<file path="src/rtl/tick_div_pkg.sv">
package tick_div_pkg;
  // Field positions are part of the register contract.
  localparam int SEL_W     = 2;
  localparam int SHIFT_W   = 2;
  localparam int DIV_W     = 5;
  localparam int SEL_LSB   = 16;
  localparam int SHIFT_LSB = 4;
  localparam int DIV_LSB   = 8;
  localparam int WORD_W    = 32;
  localparam int NUM_SRC   = 1 << SEL_W;

  typedef struct packed {
    logic [SEL_W-1:0]   sel;
    logic [SHIFT_W-1:0] shift;
    logic [DIV_W-1:0]   div;
  } cfg_t;

  function automatic cfg_t unpack_cfg(logic [WORD_W-1:0] w);
    cfg_t c;
    c.sel   = w[SEL_LSB   +: SEL_W];
    c.shift = w[SHIFT_LSB +: SHIFT_W];
    c.div   = w[DIV_LSB   +: DIV_W];
    return c;
  endfunction

  function automatic logic [WORD_W-1:0] pack_cfg(cfg_t c);
    logic [WORD_W-1:0] w;
    w = '0;
    w[SEL_LSB   +: SEL_W]   = c.sel;
    w[SHIFT_LSB +: SHIFT_W] = c.shift;
    w[DIV_LSB   +: DIV_W]   = c.div;
    return w;
  endfunction
endpackage

</file>
<file path="src/rtl/tick_div_cfg_reg.sv">
module tick_div_cfg_reg
  import tick_div_pkg::*;
(
  input  logic              clk_i,
  input  logic              rst_ni,
  input  logic              wr_en_i,
  input  logic [WORD_W-1:0] wr_data_i,
  output cfg_t              cfg_o,
  output logic              restart_o
);
  cfg_t cfg_q, wr_cfg;

  assign wr_cfg    = unpack_cfg(wr_data_i);
  assign restart_o = wr_en_i && (wr_cfg != cfg_q);
  assign cfg_o     = cfg_q;

  always_ff @(posedge clk_i or negedge rst_ni) begin
    if (!rst_ni)      cfg_q <= '0;
    else if (wr_en_i) cfg_q <= wr_cfg;
  end
endmodule

</file>
<file path="src/rtl/tick_div_prescale.sv">
module tick_div_prescale #(
  parameter int SHIFT_W = 2
) (
  input  logic               clk_i,
  input  logic               rst_ni,
  input  logic               restart_i,
  input  logic               tick_i,
  input  logic [SHIFT_W-1:0] shift_i,
  output logic               tick_o
);
  localparam int CW = (1 << SHIFT_W) - 1;

  logic [CW-1:0] cnt_q, lim;
  logic          wrap;

  // lim = 2^shift - 1 as a thermometer code
  always_comb begin
    for (int i = 0; i < CW; i++) lim[i] = (i < int'(shift_i));
  end

  assign wrap   = (cnt_q == lim);
  assign tick_o = tick_i && wrap;

  always_ff @(posedge clk_i or negedge rst_ni) begin
    if (!rst_ni)        cnt_q <= '0;
    else if (restart_i) cnt_q <= '0;
    else if (tick_i)    cnt_q <= wrap ? '0 : cnt_q + 1'b1;
  end
endmodule

</file>
<file path="src/rtl/tick_div_count.sv">
module tick_div_count #(
  parameter int DIV_W = 5
) (
  input  logic             clk_i,
  input  logic             rst_ni,
  input  logic             restart_i,
  input  logic             tick_i,
  input  logic [DIV_W-1:0] div_i,
  output logic             tick_o,
  output logic             toggle_o
);
  logic [DIV_W-1:0] cnt_q;
  logic             hit, tick_q, tog_q;

  assign hit = tick_i && (cnt_q == div_i);

  always_ff @(posedge clk_i or negedge rst_ni) begin
    if (!rst_ni) begin
      cnt_q  <= '0;
      tick_q <= 1'b0;
      tog_q  <= 1'b0;
    end else if (restart_i) begin
      cnt_q  <= '0;
      tick_q <= 1'b0;
    end else begin
      tick_q <= hit;
      if (hit)         tog_q <= ~tog_q;
      if (tick_i)      cnt_q <= hit ? '0 : cnt_q + 1'b1;
    end
  end

  assign tick_o   = tick_q;
  assign toggle_o = tog_q;
endmodule

</file>
<file path="src/rtl/tick_clock_divider.sv">
module tick_clock_divider
  import tick_div_pkg::*;
(
  input  logic               clk_i,
  input  logic               rst_ni,
  input  logic [NUM_SRC-1:0] src_tick_i,
  input  logic               wr_en_i,
  input  logic [WORD_W-1:0]  wr_data_i,
  output logic [WORD_W-1:0]  rd_data_o,
  output logic               tick_o,
  output logic               toggle_o
);
  cfg_t cfg;
  logic restart, sel_tick, pre_tick;

  tick_div_cfg_reg u_cfg (
    .clk_i     (clk_i),
    .rst_ni    (rst_ni),
    .wr_en_i   (wr_en_i),
    .wr_data_i (wr_data_i),
    .cfg_o     (cfg),
    .restart_o (restart)
  );

  assign sel_tick  = src_tick_i[cfg.sel];
  assign rd_data_o = pack_cfg(cfg);

  tick_div_prescale #(.SHIFT_W(SHIFT_W)) u_pre (
    .clk_i     (clk_i),
    .rst_ni    (rst_ni),
    .restart_i (restart),
    .tick_i    (sel_tick),
    .shift_i   (cfg.shift),
    .tick_o    (pre_tick)
  );

  tick_div_count #(.DIV_W(DIV_W)) u_div (
    .clk_i     (clk_i),
    .rst_ni    (rst_ni),
    .restart_i (restart),
    .tick_i    (pre_tick),
    .div_i     (cfg.div),
    .tick_o    (tick_o),
    .toggle_o  (toggle_o)
  );
endmodule

</file>
<file path="config.mk">
export PLATFORM = sky130hd
export DESIGN_NAME = tick_clock_divider
export DESIGN_NICKNAME = d
export VERILOG_FILES = /design/src/rtl/tick_div_pkg.sv /design/src/rtl/tick_div_cfg_reg.sv /design/src/rtl/tick_div_prescale.sv /design/src/rtl/tick_div_count.sv /design/src/rtl/tick_clock_divider.sv
export SDC_FILE = /design/constraint.sdc
export NUM_CORES = 1
export LEC_CHECK = 0
export ABC_AREA = 1
export CORE_MARGIN = 10
export CORE_UTILIZATION = 36
export CTS_BUF_LIST = sky130_fd_sc_hd__clkbuf_2
export DETAILED_ROUTE_END_ITERATION = 6
export MAX_ROUTING_LAYER = met4
export PLACE_DENSITY = 0.78
export REMOVE_ABC_BUFFERS = 1
export SYNTH_ARGS = -nofsm -noshare
export SYNTH_HDL_FRONTEND = slang
export SYNTH_SLANG_ARGS = --single-unit
</file>
<file path="constraint.sdc">
create_clock -name clk_i -period 1.3 [get_ports clk_i]
set_input_delay 0.26 -clock clk_i [delete_from_list [all_inputs] [get_ports clk_i]]
set_output_delay 0.26 -clock clk_i [all_outputs]
set_load 0.01 [all_outputs]
</file>
Word level (Yosys, flattened, before mapping)
Cells that the tools add are included.

Input port bits: 39. Bits in registers: 19. Output and inout bits: 34.

Mux-type cells: 9. Reduce and logical (&&, ||, !) cells: 6. Equality and inequality tests: 3. $add $sub $neg: 2. Order comparisons: 4. Bitwise logic cells: 2.

Operator list (count): 5-bit 2-to-1 mux (3); 3-bit 2-to-1 mux (3); 9-bit inequality test (1); 5-bit by 1-bit adder with 5-bit output (second input constant) (1); 5-bit == test (1); 1-bit by 2-bit less-than comparator with 1-bit output (first input constant) (2); 2-bit nonzero test (2); 3-bit by 1-bit adder with 3-bit output (second input constant) (1); 3-bit == test (1); 1-bit logical AND (3); 2-bit by 3-bit less-than comparator with 1-bit output (second input constant) (1); 1-bit binary-select mux with 2-bit select (1); 2-bit less-than comparator (first input constant) (1); 1-bit 2-to-1 mux (2); 1-bit inverter (2); 2-bit AND reduction (1).

Longest topological paths before layout
Depth in word-level cells: 7. Depth in mapped cells: 10.

By module
A second synthesis with hierarchy kept.

Cell total of the unflattened synthesis: 204. Area, all modules: 1395.1 um^2.

By module, submodules not included: tick_div_cfg_reg (area each 493.0 um^2, times used 1, cells an instance 71); tick_div_count (area each 457.9 um^2, times used 1, cells an instance 66); tick_clock_divider (area each 227.7 um^2, times used 1, cells an instance 37); tick_div_prescale (area each 216.5 um^2, times used 1, cells an instance 30).

Least setup slack after synthesis
No wires, ideal clock.

Path type: reg2reg. Start point: reg u_cfg.cfg_q (netlist bit u_cfg.cfg_o[7]). End point: reg u_div.tog_q, in the netlist u_div.toggle_o. Stages on the path, launching flop included: 11. Path buffers: 0. Period minus slack after synthesis: 1349 ps. Required time: 1183 ps. Arrival: 1232 ps. Slack: -49 ps. Path through: dfrtp_1 inv_1 nor2_1 nor2_1 nor2_1 nor2_2 nand2_2 nor2_2 nand2_1 nand2_1 nand2_1.

Longest elaborated chain between the ends: 5. Elaborated cells between the ends (all ways): 8.

RTL lines: from (decl) (line tick_div_cfg_reg.sv:11) `cfg_t cfg_q, wr_cfg;`; from (signal assigned) (line tick_div_cfg_reg.sv:19) `else if (wr_en_i) cfg_q <= wr_cfg;`; 1-bit binary-select mux with 2-bit select (line tick_clock_divider.sv:25) `assign sel_tick = src_tick_i[cfg.sel];`; 1-bit 2-to-1 mux (not written as such) (line tick_clock_divider.sv:25); 1-bit logical AND (line tick_div_prescale.sv:22) `assign tick_o = tick_i && wrap;`; 1-bit logical AND (line tick_div_count.sv:15) `assign hit = tick_i && (cnt_q == div_i);`; 2-bit AND reduction (no line) *; to (signal assigned) (line tick_div_count.sv:27) `if (hit) tog_q <= ~tog_q;`; to (decl) (line tick_div_count.sv:13) `logic hit, tick_q, tog_q;`.

Every way passes the cells marked *; elsewhere a longest branch is shown, timed or not. The select of a mux whose other input is x is not followed. A chain may end at the register's enable or synchronous reset.

Worst setup path after layout
Start point: reg u_cfg.cfg_q (netlist bit u_cfg.cfg_o[6]). End point: reg u_div.cnt_q[3].

Longest elaborated chain between the ends: 7. Elaborated cells between the ends (all ways): 12.

RTL lines: 1-bit by 2-bit less-than comparator with 1-bit output / 2-bit less-than comparator (equally long branches) (line tick_div_prescale.sv:18) `for (int i = 0; i < CW; i++) lim[i] = (i < int'(shift_i));`; 3-bit == test (line tick_div_prescale.sv:21) `assign wrap = (cnt_q == lim);`; 1-bit logical AND (line tick_div_prescale.sv:22); 1-bit logical AND (line tick_div_count.sv:15); 5-bit 2-to-1 mux (2 in a row) (line tick_div_count.sv:28) `if (tick_i) cnt_q <= hit ? '0 : cnt_q + 1'b1;`; 5-bit 2-to-1 mux (line tick_div_count.sv:22) `end else if (restart_i) begin`; to (signal assigned) (line tick_div_count.sv:28); to (decl) (line tick_div_count.sv:12) `logic [DIV_W-1:0] cnt_q;`.

Parallel ways exist; a longest one is shown, timed or not. The select of a mux whose other input is x is not followed.

==> flow_metrics.env <==
export IMPL_status="complete, but fails checks"
export IMPL_violations="negative setup slack"
export IMPL_final_antenna_net_count=0
export IMPL_cp_required_ps=1530
export IMPL_ios=73
export IMPL_crit_path_start_kind="flip-flop"
export IMPL_rows=22
export IMPL_final_common_cell="nand2_1"
export IMPL_p_seq_frac=0.394
export IMPL_fin_worst_skew_ps=6.39
export IMPL_fin_nets=278
export IMPL_pre_cts_slack_ps=-365
export IMPL_clkTransAtPathRegs_ps=190
export IMPL_setup_viol=10
export IMPL_synth_area_leaders="dfrtp_1, buf_4, nand2_1, xor2_1, nand3_1"
export IMPL_dp_hpwl_um=2380
export IMPL_die_x_um=80.9
export IMPL_grt_pass1_vias=1191
export IMPL_wl_um=3700
export IMPL_p_leak_nw=1.00
export IMPL_syn_area_mm2=0.00133
export IMPL_port_buffers=26
export IMPL_path_class="reg -> reg"
export IMPL_dr_pass1_iters=4
export IMPL_swShare=0.364
export IMPL_reg2reg_to="u_div.cnt_q[3]"
export IMPL_synth_cells=177
export IMPL_cts_sinks=19
export IMPL_wl_met3_um=192
export IMPL_fmax_ghz=0.665
export IMPL_clock_latency_ps=310
export IMPL_post_route_period_util=1.16
export IMPL_overflow=0
export IMPL_r2r_start="u_cfg.cfg_o[6]"
export IMPL_instances_no_fill=284
export IMPL_die_height_um=80.9
export IMPL_setup_worst_path_end="u_div.cnt_q[3]"
export IMPL_finalMaxSlewViolations=0
export IMPL_hp_class="in -> async"
export IMPL_grt_usage=0.107
export IMPL_finalSetupTns_ps=-1480
export IMPL_viasPerCell=4.37
export IMPL_yosysSeqAreaShare=0.356
export IMPL_gp_congestion=0.851
export IMPL_rsz0062_at_grt="yes"
export IMPL_layout_common_cells="nand2_1, buf_4, conb_1"
export IMPL_drt_iter0_markers=30
export IMPL_synth_seq_cells=19
export IMPL_cts_tree="done"
export IMPL_place_inst=261
export IMPL_wl_met2_um=2050
export IMPL_layout_min_cycle_time_ps=1500
export IMPL_synth_top_area_cell="dfrtp_1"
export IMPL_net_switching_power_uw=642
export IMPL_drt_met1_wl_um=1420
export IMPL_cts_hold_buf=0
export IMPL_grt_max_degree=20
export IMPL_synthDistinctLibCells=17
export IMPL_p_int_mw=1.12
export IMPL_htree_levels=1
export IMPL_ys_warnings_count=0
export IMPL_critPathLaunch="u_cfg.cfg_o[6]"
export IMPL_cts_buffers=3
export IMPL_antenna_found_initial=0
export IMPL_arrival_ps=1740
export IMPL_worstPathMaxFanout=6
export IMPL_regToRegSetupSlack_ps=-200
export IMPL_powerDensity_mw_per_mm2=889
export IMPL_drive_above_1_share=0.369
export IMPL_n_antenna_cell=0
export IMPL_setup_ws_ps=-203
export IMPL_cts_path_max_buffers=2
export IMPL_wl_per_cell_um=13.0
export IMPL_grt_pass1_wl_um=5470
export IMPL_cap_violations=0
export IMPL_top_layer="met4"
export IMPL_syn_area_per_cell_um2=7.54
export IMPL_clkPwrFrac=0.154
export IMPL_synth_top_area_frac=0.356
export IMPL_end_kind="flip-flop"
export IMPL_cts_root_buf="clkbuf_2"
export IMPL_die_area_mm2=0.00654
export IMPL_vdd_drop_max_uv=531
export IMPL_drc=0
export IMPL_coreArea_mm2=0.00363
export IMPL_totalPowerFinal_mw=1.76
export IMPL_start_util=0.367
export IMPL_syn2layout_area_growth_pct=48.6
export IMPL_power_frac_comb=0.453
export IMPL_worst_r2r_path_depth=9
export IMPL_final_util=0.545
export IMPL_num_vias=1241
export IMPL_finalHoldViolCount=0
-- per-layer routing --
| layer | GRT usage | vias up |
|---|---|---|
| met1 | 0.117 | 580 |
| met2 | 0.186 | 37 |
| li1 | - | 620 |
| met4 | 0.0156 | 0 |
| met5 | - | - |
| met3 | 0.0364 | 4 |
-- registers in the layout, summed over array words and instances, names as in the netlist --
signal / count
u_cfg.cfg_o: 9
u_pre.cnt_q: 3
u_div.tick_o: 1
u_div.toggle_o: 1
u_div.cnt_q: 5
-- per-stage QoR --
stage               area [um2]  hold WS [ps]
floorplan                 1230         -35.6
global placement          1650           492
detailed placement        1650           497
CTS                       1850           264
global route              1980           259
finish                    1980           258
-- final cells by class --
cell class	instances	area, um2
clock buffer	4	20.0
fill	352	1650
inverter	19	73.8
multi-input combinational	137	846
sequential	19	477
tap	48	60.1
timing repair buffer	57	505
-- Yosys cell counts --
library cell and instances:
ha_1 2, nand2_2 2, inv_1 19, nor2_2 3, xor2_1 11, nand3b_1 1, nand3_1 15, clkbuf_1 1
xnor2_1 6, nand2_1 39, buf_4 24, o21ai_0 9, a21oi_1 3, mux2_2 3, nor2_1 19, dfrtp_1 19
conb_1 1
-- how the worst min path moves through the flow --
stage                        start        endpoint  slack (ps)  depth (start not counted)
floorplan                   rst_ni  u_cfg.cfg_o[0]         -40                          0
global placement    u_div.toggle_o  u_div.toggle_o         490                          2
detailed placement  u_div.toggle_o  u_div.toggle_o         500                          2
CTS                         rst_ni  u_cfg.cfg_o[5]         260                          2
global route                rst_ni  u_cfg.cfg_o[7]         260                          2
finish                      rst_ni  u_div.cnt_q[4]         260                          2
-- kinds of logic after synthesis --
kind of cell / share of synthesized area
AND/OR/NAND/NOR: 0.249
other: 0.00281
flip-flops: 0.356
adder cells (fa/ha/maj): 0.0188
AO/OA/AOI/OAI: 0.0450
XOR/XNOR: 0.112
buffers and inverters: 0.191
multiplexers: 0.0253
-- worst max-delay path, cell delays in order (launching register included) --
cell      delay (ps)
dfrtp_2          410
buf_6            140
nand2_2           60
nand2_2           60
nand2_2           70
nand3b_1         230
nor2_4           210
nand2_2          110
nand3_2          100
nand2_2           50
-- power groups by stage --
stage / Combinational (mW) / Clock (mW) / Sequential, mW
finish: 0.797 / 0.270 / 0.694
global route: 0.873 / 0.298 / 0.702
CTS: 0.679 / 0.278 / 0.689
detailed placement: 0.537 / 0 / 0.723
global placement: 0.528 / 0 / 0.722
floorplan: 0.271 / 0 / 0.731
-- timing repair --
action,4_1_cts,5_1_grt
cloned,1,0
pin swaps,7,17
resized for setup,42,38
endpoints found under the setup margin,21,19
buffers inserted,15,4
No activity file was read; power rests on OpenSTA's default activity.
